<file path="config.mk">
export PLATFORM = sky130hd
export DESIGN_NAME = hazard_ctl
export DESIGN_NICKNAME = d
export VERILOG_FILES = /design/src/rtl/hz_pkg.sv /design/src/rtl/hz_pipe_reg.sv /design/src/rtl/hz_detect.sv /design/src/rtl/hz_stage_ctl.sv /design/src/rtl/hz_flow_sel.sv /design/src/rtl/hazard_ctl.sv
export SDC_FILE = /design/constraint.sdc
export NUM_CORES = 1
export LEC_CHECK = 0
export BUFFER_PORTS_ARGS = -buffer_cell sky130_fd_sc_hd__clkbuf_2
export CAP_MARGIN = 25
export CORE_MARGIN = 5
export CORE_UTILIZATION = 25
export CTS_BUF_LIST = sky130_fd_sc_hd__clkbuf_16
export CTS_CLUSTER_DIAMETER = 120
export CTS_CLUSTER_SIZE = 14
export DETAILED_ROUTE_END_ITERATION = 8
export PLACE_DENSITY = 0.62
export SLEW_MARGIN = 20
export SYNTH_ARGS = -nofsm -noshare
export SYNTH_HDL_FRONTEND = slang
export SYNTH_SLANG_ARGS = --single-unit
export TNS_END_PERCENT = 50
</file>
<file path="constraint.sdc">
create_clock -name clk -period 1.87 [get_ports clk]
set_input_delay 0.187 -clock clk [delete_from_list [all_inputs] [get_ports clk]]
set_output_delay 0.187 -clock clk [all_outputs]
set_load 0.03 [all_outputs]
</file>
<file path="src/rtl/hz_pkg.sv">
package hz_pkg;
  localparam int ICW  = 4;
  localparam int RIDW = 4;
  localparam int STW  = 3;

  typedef logic [ICW-1:0]  icode_t;
  typedef logic [RIDW-1:0] rid_t;
  typedef logic [STW-1:0]  stat_t;

  localparam icode_t IC_HALT   = 4'h0;
  localparam icode_t IC_NOP    = 4'h1;
  localparam icode_t IC_STORE  = 4'h4;
  localparam icode_t IC_LOAD   = 4'h5;
  localparam icode_t IC_ALU    = 4'h6;
  localparam icode_t IC_BRANCH = 4'h7;
  localparam icode_t IC_CALL   = 4'h8;
  localparam icode_t IC_RET    = 4'h9;
  localparam icode_t IC_PUSH   = 4'hA;
  localparam icode_t IC_POP    = 4'hB;

  localparam rid_t RID_NONE = {RIDW{1'b1}};

  localparam stat_t ST_RUN     = 3'd1;
  localparam stat_t ST_HALT    = 3'd2;
  localparam stat_t ST_ADDR    = 3'd3;
  localparam stat_t ST_ILLEGAL = 3'd4;

  typedef enum logic [1:0] {
    PCS_PRED     = 2'd0,
    PCS_FALLTHRU = 2'd1,
    PCS_RETADDR  = 2'd2
  } pcsel_t;

  typedef struct packed {
    logic stall;
    logic bubble;
  } regctl_t;

  localparam int NSTAGE = 5;
  localparam int WB_W   = ICW + STW;

  function automatic logic fills_from_memory(icode_t ic);
    return (ic == IC_LOAD) || (ic == IC_POP);
  endfunction

  function automatic logic writes_memory(icode_t ic);
    return (ic == IC_STORE) || (ic == IC_PUSH) || (ic == IC_CALL);
  endfunction

  function automatic logic is_fault(stat_t st);
    return st != ST_RUN;
  endfunction

  function automatic logic reg_depends(rid_t src, rid_t dst);
    return (dst != RID_NONE) && (src == dst);
  endfunction
endpackage

</file>
<file path="src/rtl/hz_pipe_reg.sv">
module hz_pipe_reg #(
  parameter int          W          = 8,
  parameter logic [W-1:0] BUBBLE_VAL = '0
) (
  input  logic         clk,
  input  logic         rst_n,
  input  logic         stall,
  input  logic         bubble,
  input  logic [W-1:0] d,
  output logic [W-1:0] q
);
  always_ff @(posedge clk or negedge rst_n) begin
    if (!rst_n)      q <= BUBBLE_VAL;
    else if (bubble) q <= BUBBLE_VAL;
    else if (!stall) q <= d;
  end

  // a held register keeps its contents across the edge
  a_r9_stall_holds: assert property (@(posedge clk) disable iff (!rst_n)
    (stall && !bubble) |=> (q == $past(q)));
  // a loading register takes its input
  a_r9_load_takes_input: assert property (@(posedge clk) disable iff (!rst_n)
    (!stall && !bubble) |=> (q == $past(d)));
endmodule

</file>
<file path="src/rtl/hz_detect.sv">
module hz_detect
  import hz_pkg::*;
(
  input  icode_t d_icode,
  input  rid_t   d_srca,
  input  rid_t   d_srcb,
  input  icode_t e_icode,
  input  rid_t   e_dstm,
  input  logic   e_cnd,
  input  icode_t m_icode,
  input  stat_t  m_stat,
  input  stat_t  w_stat,
  output logic   loaduse,
  output logic   ret_pending,
  output logic   mispredict,
  output logic   m_fault,
  output logic   w_fault
);
  always_comb begin
    loaduse = fills_from_memory(e_icode) &&
              (reg_depends(d_srca, e_dstm) || reg_depends(d_srcb, e_dstm));
    ret_pending = (d_icode == IC_RET) || (e_icode == IC_RET) || (m_icode == IC_RET);
    mispredict  = (e_icode == IC_BRANCH) && !e_cnd;
    m_fault     = is_fault(m_stat);
    w_fault     = is_fault(w_stat);
  end
endmodule

</file>
<file path="src/rtl/hz_stage_ctl.sv">
module hz_stage_ctl
  import hz_pkg::*;
(
  input  logic    loaduse,
  input  logic    ret_pending,
  input  logic    mispredict,
  input  logic    m_fault,
  input  logic    w_fault,
  output regctl_t ctl [NSTAGE]
);
  // stage index: 0 fetch, 1 decode, 2 execute, 3 memory, 4 write-back
  localparam int SF = 0, SD = 1, SE = 2, SM = 3, SW = 4;

  logic [NSTAGE-1:0] stall_v, bubble_v;

  always_comb begin
    stall_v  = '0;
    bubble_v = '0;
    stall_v[SF]  = loaduse || ret_pending;
    stall_v[SD]  = loaduse && !mispredict;
    bubble_v[SD] = mispredict || (ret_pending && !loaduse);
    bubble_v[SE] = mispredict || loaduse;
    bubble_v[SM] = m_fault || w_fault;
    stall_v[SW]  = w_fault;
  end

  for (genvar s = 0; s < NSTAGE; s++) begin : g_pack
    assign ctl[s].stall  = stall_v[s];
    assign ctl[s].bubble = bubble_v[s];
  end
endmodule

</file>
<file path="src/rtl/hz_flow_sel.sv">
module hz_flow_sel
  import hz_pkg::*;
(
  input  icode_t m_icode,
  input  logic   m_cnd,
  input  icode_t w_icode,
  input  logic   e_is_alu,
  input  logic   freeze,
  output pcsel_t pc_sel,
  output logic   cc_wen,
  output logic   dmem_wen
);
  always_comb begin
    if ((m_icode == IC_BRANCH) && !m_cnd) pc_sel = PCS_FALLTHRU;
    else if (w_icode == IC_RET)           pc_sel = PCS_RETADDR;
    else                                  pc_sel = PCS_PRED;
    cc_wen   = e_is_alu && !freeze;
    dmem_wen = writes_memory(m_icode) && !freeze;
  end
endmodule

</file>
<file path="src/rtl/hazard_ctl.sv">
module hazard_ctl
  import hz_pkg::*;
(
  input  logic       clk,
  input  logic       rst_n,
  input  logic [3:0] d_icode,
  input  logic [3:0] d_srca,
  input  logic [3:0] d_srcb,
  input  logic [3:0] e_icode,
  input  logic [3:0] e_dstm,
  input  logic       e_cnd,
  input  logic [3:0] m_icode,
  input  logic       m_cnd,
  input  logic [2:0] m_stat,
  output logic       f_stall,
  output logic       f_bubble,
  output logic       d_stall,
  output logic       d_bubble,
  output logic       e_stall,
  output logic       e_bubble,
  output logic       m_stall,
  output logic       m_bubble,
  output logic       w_stall,
  output logic       w_bubble,
  output logic [1:0] pc_sel,
  output logic       cc_wen,
  output logic       dmem_wen,
  output logic [2:0] core_stat,
  output logic       halted
);
  logic    loaduse, ret_pending, mispredict, m_fault, w_fault;
  regctl_t ctl [NSTAGE];
  icode_t  w_icode;
  stat_t   w_stat;
  pcsel_t  pc_sel_e;
  logic [WB_W-1:0] wb_q;

  hz_detect u_detect (
    .d_icode(d_icode), .d_srca(d_srca), .d_srcb(d_srcb),
    .e_icode(e_icode), .e_dstm(e_dstm), .e_cnd(e_cnd),
    .m_icode(m_icode), .m_stat(m_stat), .w_stat(w_stat),
    .loaduse(loaduse), .ret_pending(ret_pending), .mispredict(mispredict),
    .m_fault(m_fault), .w_fault(w_fault)
  );

  hz_stage_ctl u_stage (
    .loaduse(loaduse), .ret_pending(ret_pending), .mispredict(mispredict),
    .m_fault(m_fault), .w_fault(w_fault), .ctl(ctl)
  );

  hz_flow_sel u_flow (
    .m_icode(m_icode), .m_cnd(m_cnd), .w_icode(w_icode),
    .e_is_alu(e_icode == IC_ALU), .freeze(m_fault || w_fault),
    .pc_sel(pc_sel_e), .cc_wen(cc_wen), .dmem_wen(dmem_wen)
  );

  hz_pipe_reg #(.W(WB_W), .BUBBLE_VAL({IC_NOP, ST_RUN})) u_wb_reg (
    .clk(clk), .rst_n(rst_n),
    .stall(ctl[4].stall), .bubble(ctl[4].bubble),
    .d({m_icode, m_stat}), .q(wb_q)
  );

  assign w_icode   = wb_q[WB_W-1:STW];
  assign w_stat    = wb_q[STW-1:0];
  assign core_stat = w_stat;
  assign halted    = w_fault;
  assign pc_sel    = pc_sel_e;

  assign f_stall  = ctl[0].stall;  assign f_bubble = ctl[0].bubble;
  assign d_stall  = ctl[1].stall;  assign d_bubble = ctl[1].bubble;
  assign e_stall  = ctl[2].stall;  assign e_bubble = ctl[2].bubble;
  assign m_stall  = ctl[3].stall;  assign m_bubble = ctl[3].bubble;
  assign w_stall  = ctl[4].stall;  assign w_bubble = ctl[4].bubble;

  // a load-use hazard holds fetch and decode and empties execute
  a_r1_loaduse_hold: assert property (@(posedge clk) disable iff (!rst_n)
    loaduse |-> (f_stall && e_bubble && (d_stall || mispredict)));
  // a pending return keeps fetch parked
  a_r2_ret_parks_fetch: assert property (@(posedge clk) disable iff (!rst_n)
    ret_pending |-> f_stall);
  // a squash empties decode and execute and never holds decode
  a_r3_squash: assert property (@(posedge clk) disable iff (!rst_n)
    mispredict |-> (d_bubble && e_bubble && !d_stall));
  // decode is never both held and emptied
  a_r4_no_stall_and_bubble: assert property (@(posedge clk) disable iff (!rst_n)
    !(d_stall && d_bubble));
  // the fetch select never takes the unused code
  a_r6_sel_legal: assert property (@(posedge clk) disable iff (!rst_n)
    pc_sel != 2'd3);
  // a fault late in the pipe blocks all state updates
  a_r7_freeze: assert property (@(posedge clk) disable iff (!rst_n)
    (m_fault || w_fault) |-> (!cc_wen && !dmem_wen && m_bubble));
  // once halted, the reported status stays put
  a_r9_halt_sticks: assert property (@(posedge clk) disable iff (!rst_n)
    halted |=> (halted && $stable(core_stat)));
  // the unused controls stay low
  a_r10_quiet_controls: assert property (@(posedge clk) disable iff (!rst_n)
    !(f_bubble || e_stall || m_stall || w_bubble));
endmodule

</file>
==> flow_summary.toml, run 1 <==
[clock_tree]
cts_max_level = 1
tritoncts = "built"
cts_made_buffers = 3
clock_latency_ps = 230
cts_buffer_depth = 2
post_cts_buffers = 0
cts.sinks = 7
cts_root_buf = "clkbuf_16"
cts-resized-gates = 0
path_clk_slew_ps = 40

[sta]
final.setup.tns_ps = 0
period_minus_slack_ps = 1690
finalSetupViolations = 0
rsz0062_at_grt = "no"
hold_violations = 0
hold_slack_ps = 186
timing.fmax_ghz = 0.590
setup_slack_ps = 176
finalMaxSlewViolations = 0
fin_crit_sh_pct = 90.6
clock-skew-final_ps = 0.308

[layout]
reg_top3 = "u_wb_reg.q (7)"
drive_gt1_share_pct = 59.6
syn_to_final_growth_pct = 52.8
final.fill_count = 255
fin_util_pct = 39.0
largest_register = "u_wb_reg.q"
layoutNonFillerInstCount = 139
diodes = 0
largest_reg_flops = 7
final_nets = 141
fin_area_um2 = 948

[placed_design]
place_area_um2 = 860
portBuffers = 44
place_congestion = 0.732
place_inst = 134
place_hpwl_um = 1540
pre_cts_slack_ps = 330

[power_and_ir_drop]
powerDensity_nw_per_um2 = 659
power_mw = 0.625
ir_drop_mv = 0.449
leakage_nw = 0.481

[floorplanning]
initial_utilization_pct = 25.5
core_area_um2 = 2430
rows = 18
io_pins = 49
die_area_um2 = 3580
fp.dieW_um = 59.8
die_y_um = 59.8

[grt]
grt-busiest-layer = "met2"
grt.total_usage_pct = 10.1
grt_pass1_wl_um = 2710
grt_max_degree = 8
globalRoute.totalOverflow = 0
antenna_found_initial = 0
met2_usage_pct = 19.4
grt_util_met1_pct = 10.4
grt_pass1_vias = 659
use_met3_pct = 2.16

[run_status]
status = "finished, final reports clean"

[critical_path]
arrival_ps = 1510
critPathMaxFanout = 4
worstPathRequired_ps = 1680
crit_path_start_kind = "flop"
reg2reg_slack_ps = 460
crit_type = "flop to primary output"
cp-end-kind = "primary output"

[logic_synthesis]
syn_area_um2 = 621
ys_ff_latch = 7
synth_warnings = 0
yosys.cell_types.count = 27
synth.avg_cell_area_um2 = 10.2
syn_inst = 61
ys_seq_area_share_pct = 28.6

[detailed_routing]
dr.pass1.iters = 3
drt_iter0_markers = 16
post-route-drc-count = 0
post_drt_wl_per_cell_um = 12.9
drtAntennaViolNets = 0
wirelength_um = 1790
vias = 604
viasPerCell = 4.35

[job]
maxCapViolations = 0

[worst_hold_path]
holdCritPathClass = "input pin to flop"
power breakdown:
| part | internal [mW] | leakage (nW) | switching, mW |
|---|---|---|---|
| Sequential | 0.152 | 0.0853 | 0 |
| Clock | 0.278 | 0.0423 | 0.0819 |
| Combinational | 0.0454 | 0.353 | 0.0670 |
worst max-delay path: stages (launching register included):
cell and delay [ps]:
dfstp_2 550, nor3b_4 230, nand3_4 110, nor3_2 160
clkbuf_2 220
cell type report:
type / instances / area [µm²] / share of cell area (%)
Timing Repair Buffer: 46 / 238 / 25.1
Clock inverter: 1 / 3.75 / 0.396
Inverter: 4 / 15.0 / 1.58
Multi-Input combinational cell: 48 / 402 / 42.3
Clock buffer: 3 / 75.1 / 7.92
Sequential cell: 7 / 178 / 18.7
Tap cell: 30 / 37.5 / 3.96
synthesized netlist by cell type:
cell type | count | area [µm²]
a21oi_1 | 1 | 5.00
a21oi_2 | 1 | 8.76
a31o_2 | 1 | 8.76
buf_4 | 5 | 37.5
conb_1 | 1 | 3.75
dfrtp_1 | 5 | 125
dfstp_2 | 2 | 52.6
inv_1 | 2 | 7.51
inv_2 | 2 | 7.51
mux2_4 | 4 | 60.1
nand2_1 | 5 | 18.8
nand2b_1 | 2 | 12.5
nand3_4 | 1 | 17.5
nand3b_1 | 2 | 15.0
nand4_1 | 1 | 6.26
nand4bb_1 | 1 | 11.3
nor2_1 | 3 | 11.3
nor3_1 | 2 | 10.0
nor3_2 | 2 | 20.0
nor3b_4 | 1 | 18.8
nor4_2 | 2 | 25.0
nor4bb_1 | 3 | 30.0
o2111ai_2 | 1 | 15.0
o21ai_1 | 1 | 5.00
o31a_1 | 1 | 8.76
or3b_1 | 1 | 8.76
xor2_1 | 8 | 70.1
routing by layer:
metal | share of wire, % | wire, µm | vias up
met2 | 52 | 932 | 31
li1 | - | - | 305
met1 | 37 | 656 | 268
met4 | 0 | 0 | 0
met3 | 11 | 204 | 0
met5 | 0 | 0 | -
what timing repair did:
action                                  CTS  global route
endpoints found under the setup margin    0             0
endpoints found under the hold margin     5             0
hold buffers                              1             0
logic make-up after synthesis:
group                     after synthesis  synth area share (%)
other                                   1                 0.604
AOI/OAI and AO/OA                       6                  8.26
and+or+nand+nor                        26                  33.1
DFF                                     7                  28.6
muxes                                   4                  9.68
buffers and inverters                   9                  8.47
xor gates and xnor gates                8                  11.3
cell usage in the layout (no fill, tap or decap):
master / count
o21ai_1: 1
a21oi_1: 1
nand4bb_1: 1
nor3_2: 2
conb_1: 4
mux2_4: 4
o31a_1: 1
nor3b_4: 1
nor2_1: 3
nand2b_1: 2
o2111ai_2: 1
a31o_2: 1
dfrtp_1: 5
clkbuf_16: 3
nor3_1: 2
clkbuf_2: 44
nand4_1: 1
or3b_1: 1
inv_2: 2
nor4_2: 2
dlygate4sd3_1: 1
nand3_4: 1
nor4bb_1: 3
inv_1: 3
buf_4: 1
nand3b_1: 2
xor2_1: 8
nand2_1: 5
dfstp_2: 2
a21oi_2: 1
final timing paths:
| path | from | endpoint | cells past startpoint |
|---|---|---|---|
| min in group asynchronous | rst_n | u_wb_reg.q[2] | 2 |
| setup / recovery | u_wb_reg.q[0] | cc_wen | 4 |
| setup reg to reg | u_wb_reg.q[0] | u_wb_reg.q[6] | 3 |
| hold reg to reg | u_wb_reg.q[0] | u_wb_reg.q[0] | 1 |
| max in group asynchronous | rst_n | u_wb_reg.q[3] | 2 |
| hold / removal | m_stat[1] | u_wb_reg.q[1] | 3 |
No activity file was read; power rests on OpenSTA's default activity.
==> run 2, diff against run 1 <==
--- a/config.mk
+++ b/config.mk
@@ -5,7 +5,6 @@
 export SDC_FILE = /design/constraint.sdc
 export NUM_CORES = 1
 export LEC_CHECK = 0
-export BUFFER_PORTS_ARGS = -buffer_cell sky130_fd_sc_hd__clkbuf_2
 export CAP_MARGIN = 25
 export CORE_MARGIN = 5
 export CORE_UTILIZATION = 25
@@ -13,7 +12,8 @@
 export CTS_CLUSTER_DIAMETER = 120
 export CTS_CLUSTER_SIZE = 14
 export DETAILED_ROUTE_END_ITERATION = 8
-export PLACE_DENSITY = 0.62
+export DONT_BUFFER_PORTS = 1
+export PLACE_DENSITY = 0.45
 export SLEW_MARGIN = 20
 export SYNTH_ARGS = -nofsm -noshare
 export SYNTH_HDL_FRONTEND = slang
==> run 2 against run 1 <==
- combinational power is 44% lower
- design area is 17% lower
- worst hold slack worse by 100 ps
- via count is 21% lower
- clock skew is 2.1 ps higher
==> flow_summary.toml, run 2 (synthesis results as in run 1) <==
[run_status]
status = "finished, final reports clean"

[grt]
grt_pass1_wl_um = 2030
antenna_found_initial = 0
globalRoute.totalOverflow = 0
grt_pass1_vias = 503
grt_max_degree = 8
grt.total_usage_pct = 7.83

[floorplanning]
fp.dieW_um = 59.8
rows = 18
core_area_um2 = 2430
initial_utilization_pct = 25.5
io_pins = 49
die_y_um = 59.8
die_area_um2 = 3580

[sta]
fin_crit_sh_pct = 96.8
finalMaxSlewViolations = 0
final.setup.tns_ps = 0
rsz0062_at_grt = "yes"
finalSetupViolations = 0
setup_slack_ps = 58.9
clock-skew-final_ps = 2.37
timing.fmax_ghz = 0.552
hold_violations = 0
period_minus_slack_ps = 1810

[critical_path]
critPathMaxFanout = 4
crit_type = "flop to primary output"
reg2reg_slack_ps = 320
r2r-end = "u_wb_reg.q[6]"
crit_path_start_kind = "flop"
worstPathRequired_ps = 1680
reg2reg_depth = 3
arrival_ps = 1620
rr_startpoint = "u_wb_reg.q[0]"
cp-end-kind = "primary output"

[job]
maxCapViolations = 0

[layout]
multi_input_area_um2 = 408
largest_reg_flops = 7
fin_util_pct = 32.2
layout_commonest_cell = "xor2_1"
syn_to_final_growth_pct = 26.2
reg_top3 = "u_wb_reg.q (7)"
fin_area_um2 = 783
most-common-layout-cells = "8 x xor2_1, 6 x buf_4, 5 x nand2_1, 5 x dfrtp_1"
largest_register = "u_wb_reg.q"
ff_latch_area_um2 = 178
layoutNonFillerInstCount = 101
final_nets = 103
diodes = 0
drive_gt1_share_pct = 38.0
final.fill_count = 262

[power_and_ir_drop]
ir_drop_mv = 0.615
powerDensity_nw_per_um2 = 725
leakage_nw = 0.332

[placed_design]
pre_cts_slack_ps = 295
place_congestion = 0.689
portBuffers = 0
place_hpwl_um = 1280
place_inst = 96
place_area_um2 = 684

[clock_tree]
cts_root_buf = "clkbuf_16"
cts.sinks = 7
cts_max_level = 1
post_cts_buffers = 0
clock_latency_ps = 230
tritoncts = "built"
cts_made_buffers = 3
cts_buffer_depth = 2
path_clk_slew_ps = 40

[detailed_routing]
drt_iter0_markers = 11
wirelength_um = 1440
vias = 477
drtAntennaViolNets = 0
viasPerCell = 4.72
dr.pass1.iters = 4
post_drt_wl_per_cell_um = 14.2
post-route-drc-count = 0

[worst_hold_path]
holdPathEnd = "u_wb_reg.q[1]"
holdCritStartpoint = "m_stat[1]"
min_path_cells = 2
holdCritPathClass = "input pin to flop"
run 2: changes by cell type in the layout (fill, tap and decap cells not counted), sizes merged:
cell	previous run	this run
buf	1	7
clkbuf	47	3
run 2: worst max path at each step:
stage	to	startpoint	cells after the start	slack (ps)
after floorplan	cc_wen	u_wb_reg.q[0]	3	-90
after global placement	dmem_wen	u_wb_reg.q[0]	4	300
after detailed placement	dmem_wen	u_wb_reg.q[0]	4	290
after CTS	dmem_wen	u_wb_reg.q[0]	4	40
after global routing	dmem_wen	u_wb_reg.q[0]	4	-40
final	dmem_wen	u_wb_reg.q[0]	4	60
run 2: metrics by stage:
step           power (mW)  hold slack [ps]
2_1_floorplan       0.215             -109
3_3_place_gp        0.212             -108
3_5_place_dp        0.213             -108
4_1_cts             0.578             75.9
5_1_grt             0.591             83.1
6_report            0.568             84.4
run 2: critical path, stage by stage (launching register included):
cell and delay [ps]:
dfstp_2 640, nor3b_4 270, nand3_4 130, nor3_4 210
buf_6 150
run 2: layout make-up:
type	count	share of cell area [%]
repair buffers	8	8.47
clock buffers	3	9.58
clock inverters	1	0.479
well taps	30	4.79
multi-input cells	48	52.1
inverters	4	1.92
flip-flops and latches	7	22.7
run 2: power by group:
group | switching, mW | internal [mW]
clock | 0.0753 | 0.277
sequential | 0 | 0.153
combinational | 0.0412 | 0.0214
total | 0.116 | 0.451
run 2: repair_timing:
action                     4_1_cts  5_1_grt
resized for setup                0        2
hold buffers                     1        0
hold endpoints to repair         7        0
setup endpoints to repair        0        2
run 2: routing by layer:
metal	part of all wire, %	GRT usage, %	vias to the layer above
li1	-	-	227
met2	49	13.6	42
met4	0.84	5.70	0
met1	29	7.13	206
met5	0	0	-
met3	21	3.46	2
==> run 3, diff against run 2 <==
--- a/config.mk
+++ b/config.mk
@@ -8,12 +8,10 @@
 export CAP_MARGIN = 25
 export CORE_MARGIN = 5
 export CORE_UTILIZATION = 25
-export CTS_BUF_LIST = sky130_fd_sc_hd__clkbuf_16
 export CTS_CLUSTER_DIAMETER = 120
 export CTS_CLUSTER_SIZE = 14
 export DETAILED_ROUTE_END_ITERATION = 8
 export DONT_BUFFER_PORTS = 1
-export PLACE_DENSITY = 0.45
 export SLEW_MARGIN = 20
 export SYNTH_ARGS = -nofsm -noshare
 export SYNTH_HDL_FRONTEND = slang
==> run 3 against run 2 <==
- cell count unchanged
- sequential share of layout area grew 1.9 points
- wire length grew 9.3%
- sequential power about the same
- critical path type unchanged
- critical endpoint is now cc_wen
==> flow_summary.toml, run 3 (synthesis results as in run 1) <==
[clock_tree]
path_clk_slew_ps = 60
cts_made_buffers = 3
tritoncts = "built"
clock_latency_ps = 250
cts_root_buf = "clkbuf_4"
post_cts_buffers = 0
cts_max_level = 1
cts.sinks = 7
cts_buffer_depth = 2

[detailed_routing]
post-route-drc-count = 0
drtAntennaViolNets = 0
dr.pass1.iters = 4
drt_iter0_markers = 15
viasPerCell = 4.95
post_drt_wl_per_cell_um = 15.5
wirelength_um = 1570
vias = 500

[sta]
rsz0062_at_grt = "yes"
setup_slack_ps = 63.1
hold_slack_ps = 47.6
finalSetupViolations = 0
timing.fmax_ghz = 0.553
finalMaxSlewViolations = 0
hold_violations = 0
period_minus_slack_ps = 1810
clock-skew-final_ps = 0.610
fin_crit_sh_pct = 96.6

[layout]
drive_gt1_share_pct = 39.4
layoutNonFillerInstCount = 101
largest_reg_flops = 7
most-common-layout-cells = "8 x xor2_1, 7 x buf_4, 5 x nand2_1, 5 x dfrtp_1"
final.fill_count = 258
syn_to_final_growth_pct = 16.3
final_nets = 103
layout_commonest_cell = "xor2_1"
reg_top3 = "u_wb_reg.q (7)"
diodes = 0
fin_area_um2 = 722
largest_register = "u_wb_reg.q"

[critical_path]
cp_top_family = "flip-flops"
rr_startpoint = "u_wb_reg.q[0]"
arrival_ps = 1620
crit_type = "flop to primary output"
crit_chain = "nor3b_4, nand3_4, nor3_2, buf_4"
max_stage_delay_ps = 650
crit_path_start_kind = "flop"
r2r-end = "u_wb_reg.q[6]"
reg2reg_slack_ps = 310
cp_slowest_cell = "dfstp_2"
critPathMaxFanout = 4
reg2reg_depth = 3
cp-end-kind = "primary output"
crit_buf_inv = 1
worstPathRequired_ps = 1680

[worst_hold_path]
holdCritStartpoint = "m_stat[1]"
holdPathEnd = "u_wb_reg.q[1]"
min_path_cells = 2
holdCritPathClass = "input pin to flop"

[grt]
grt_pass1_vias = 519
grt_pass1_wl_um = 2210
grt.total_usage_pct = 8.45
antenna_found_initial = 0
grt_max_degree = 8
globalRoute.totalOverflow = 0

[floorplanning]
core_area_um2 = 2430
io_pins = 49
fp.dieW_um = 59.8
initial_utilization_pct = 25.5
die_y_um = 59.8
die_area_um2 = 3580
rows = 18

[placed_design]
pre_cts_slack_ps = 305
place_inst = 96
place_congestion = 0.695
place_hpwl_um = 1380
place_area_um2 = 684
portBuffers = 0

[power_and_ir_drop]
leakage_nw = 0.301
powerDensity_nw_per_um2 = 492
power_mw = 0.355
ir_drop_mv = 0.409

[job]
maxCapViolations = 0

[run_status]
status = "finished, final reports clean"
run 3: worst max-delay path by stage:
stage          cells past startpoint  endpoint          start  slack, ps
2_1_floorplan                      3    cc_wen  u_wb_reg.q[0]        -90
3_3_place_gp                       4    cc_wen  u_wb_reg.q[0]        310
3_5_place_dp                       4    cc_wen  u_wb_reg.q[0]        310
4_1_cts                            4    cc_wen  u_wb_reg.q[0]         20
5_1_grt                            4    cc_wen  u_wb_reg.q[0]        -80
6_report                           4    cc_wen  u_wb_reg.q[0]         60
run 3: area by class of cell:
| type | count | area (µm²) | area share [%] |
|---|---|---|---|
| Sequential cell | 7 | 178 | 24.6 |
| Inverter | 4 | 15.0 | 2.08 |
| Clock buffer | 3 | 22.5 | 3.12 |
| Timing Repair Buffer | 8 | 62.6 | 8.67 |
| Clock inverter | 1 | 5.00 | 0.693 |
| Multi-Input combinational cell | 48 | 402 | 55.6 |
| Tap cell | 30 | 37.5 | 5.20 |
run 3: through the flow:
stage | setup TNS (ps) | utilization (%)
2_1_floorplan | -178 | -
6_report | 0 | 29.7
4_1_cts | 0 | 29.7
5_1_grt | -150 | 29.7
3_5_place_dp | 0 | 28.1
3_3_place_gp | 0 | 28.1
run 3: report_power, final:
| group | total [mW] | leakage [nW] | internal [mW] | switching [mW] |
|---|---|---|---|---|
| sequential | 0.152 | 0.0853 | 0.152 | 0 |
| combinational | 0.0640 | 0.198 | 0.0214 | 0.0427 |
| clock | 0.139 | 0.0177 | 0.0784 | 0.0609 |
| total | 0.355 | 0.301 | 0.251 | 0.104 |
run 3: metal layers:
| metal | share of wire, % | up-vias | global-route usage [%] |
|---|---|---|---|
| met1 | 33 | 223 | 7.78 |
| met5 | 0 | - | 0 |
| met2 | 49 | 46 | 14.8 |
| li1 | - | 229 | - |
| met3 | 18 | 2 | 6.26 |
| met4 | 0.13 | 0 | 1.90 |
run 3: timing repair:
item                                    4_1_cts  5_1_grt
endpoints found under the setup margin        0        2
hold buffers                                  1        0
resized for setup                             0        0
endpoints found under the hold margin         7        0
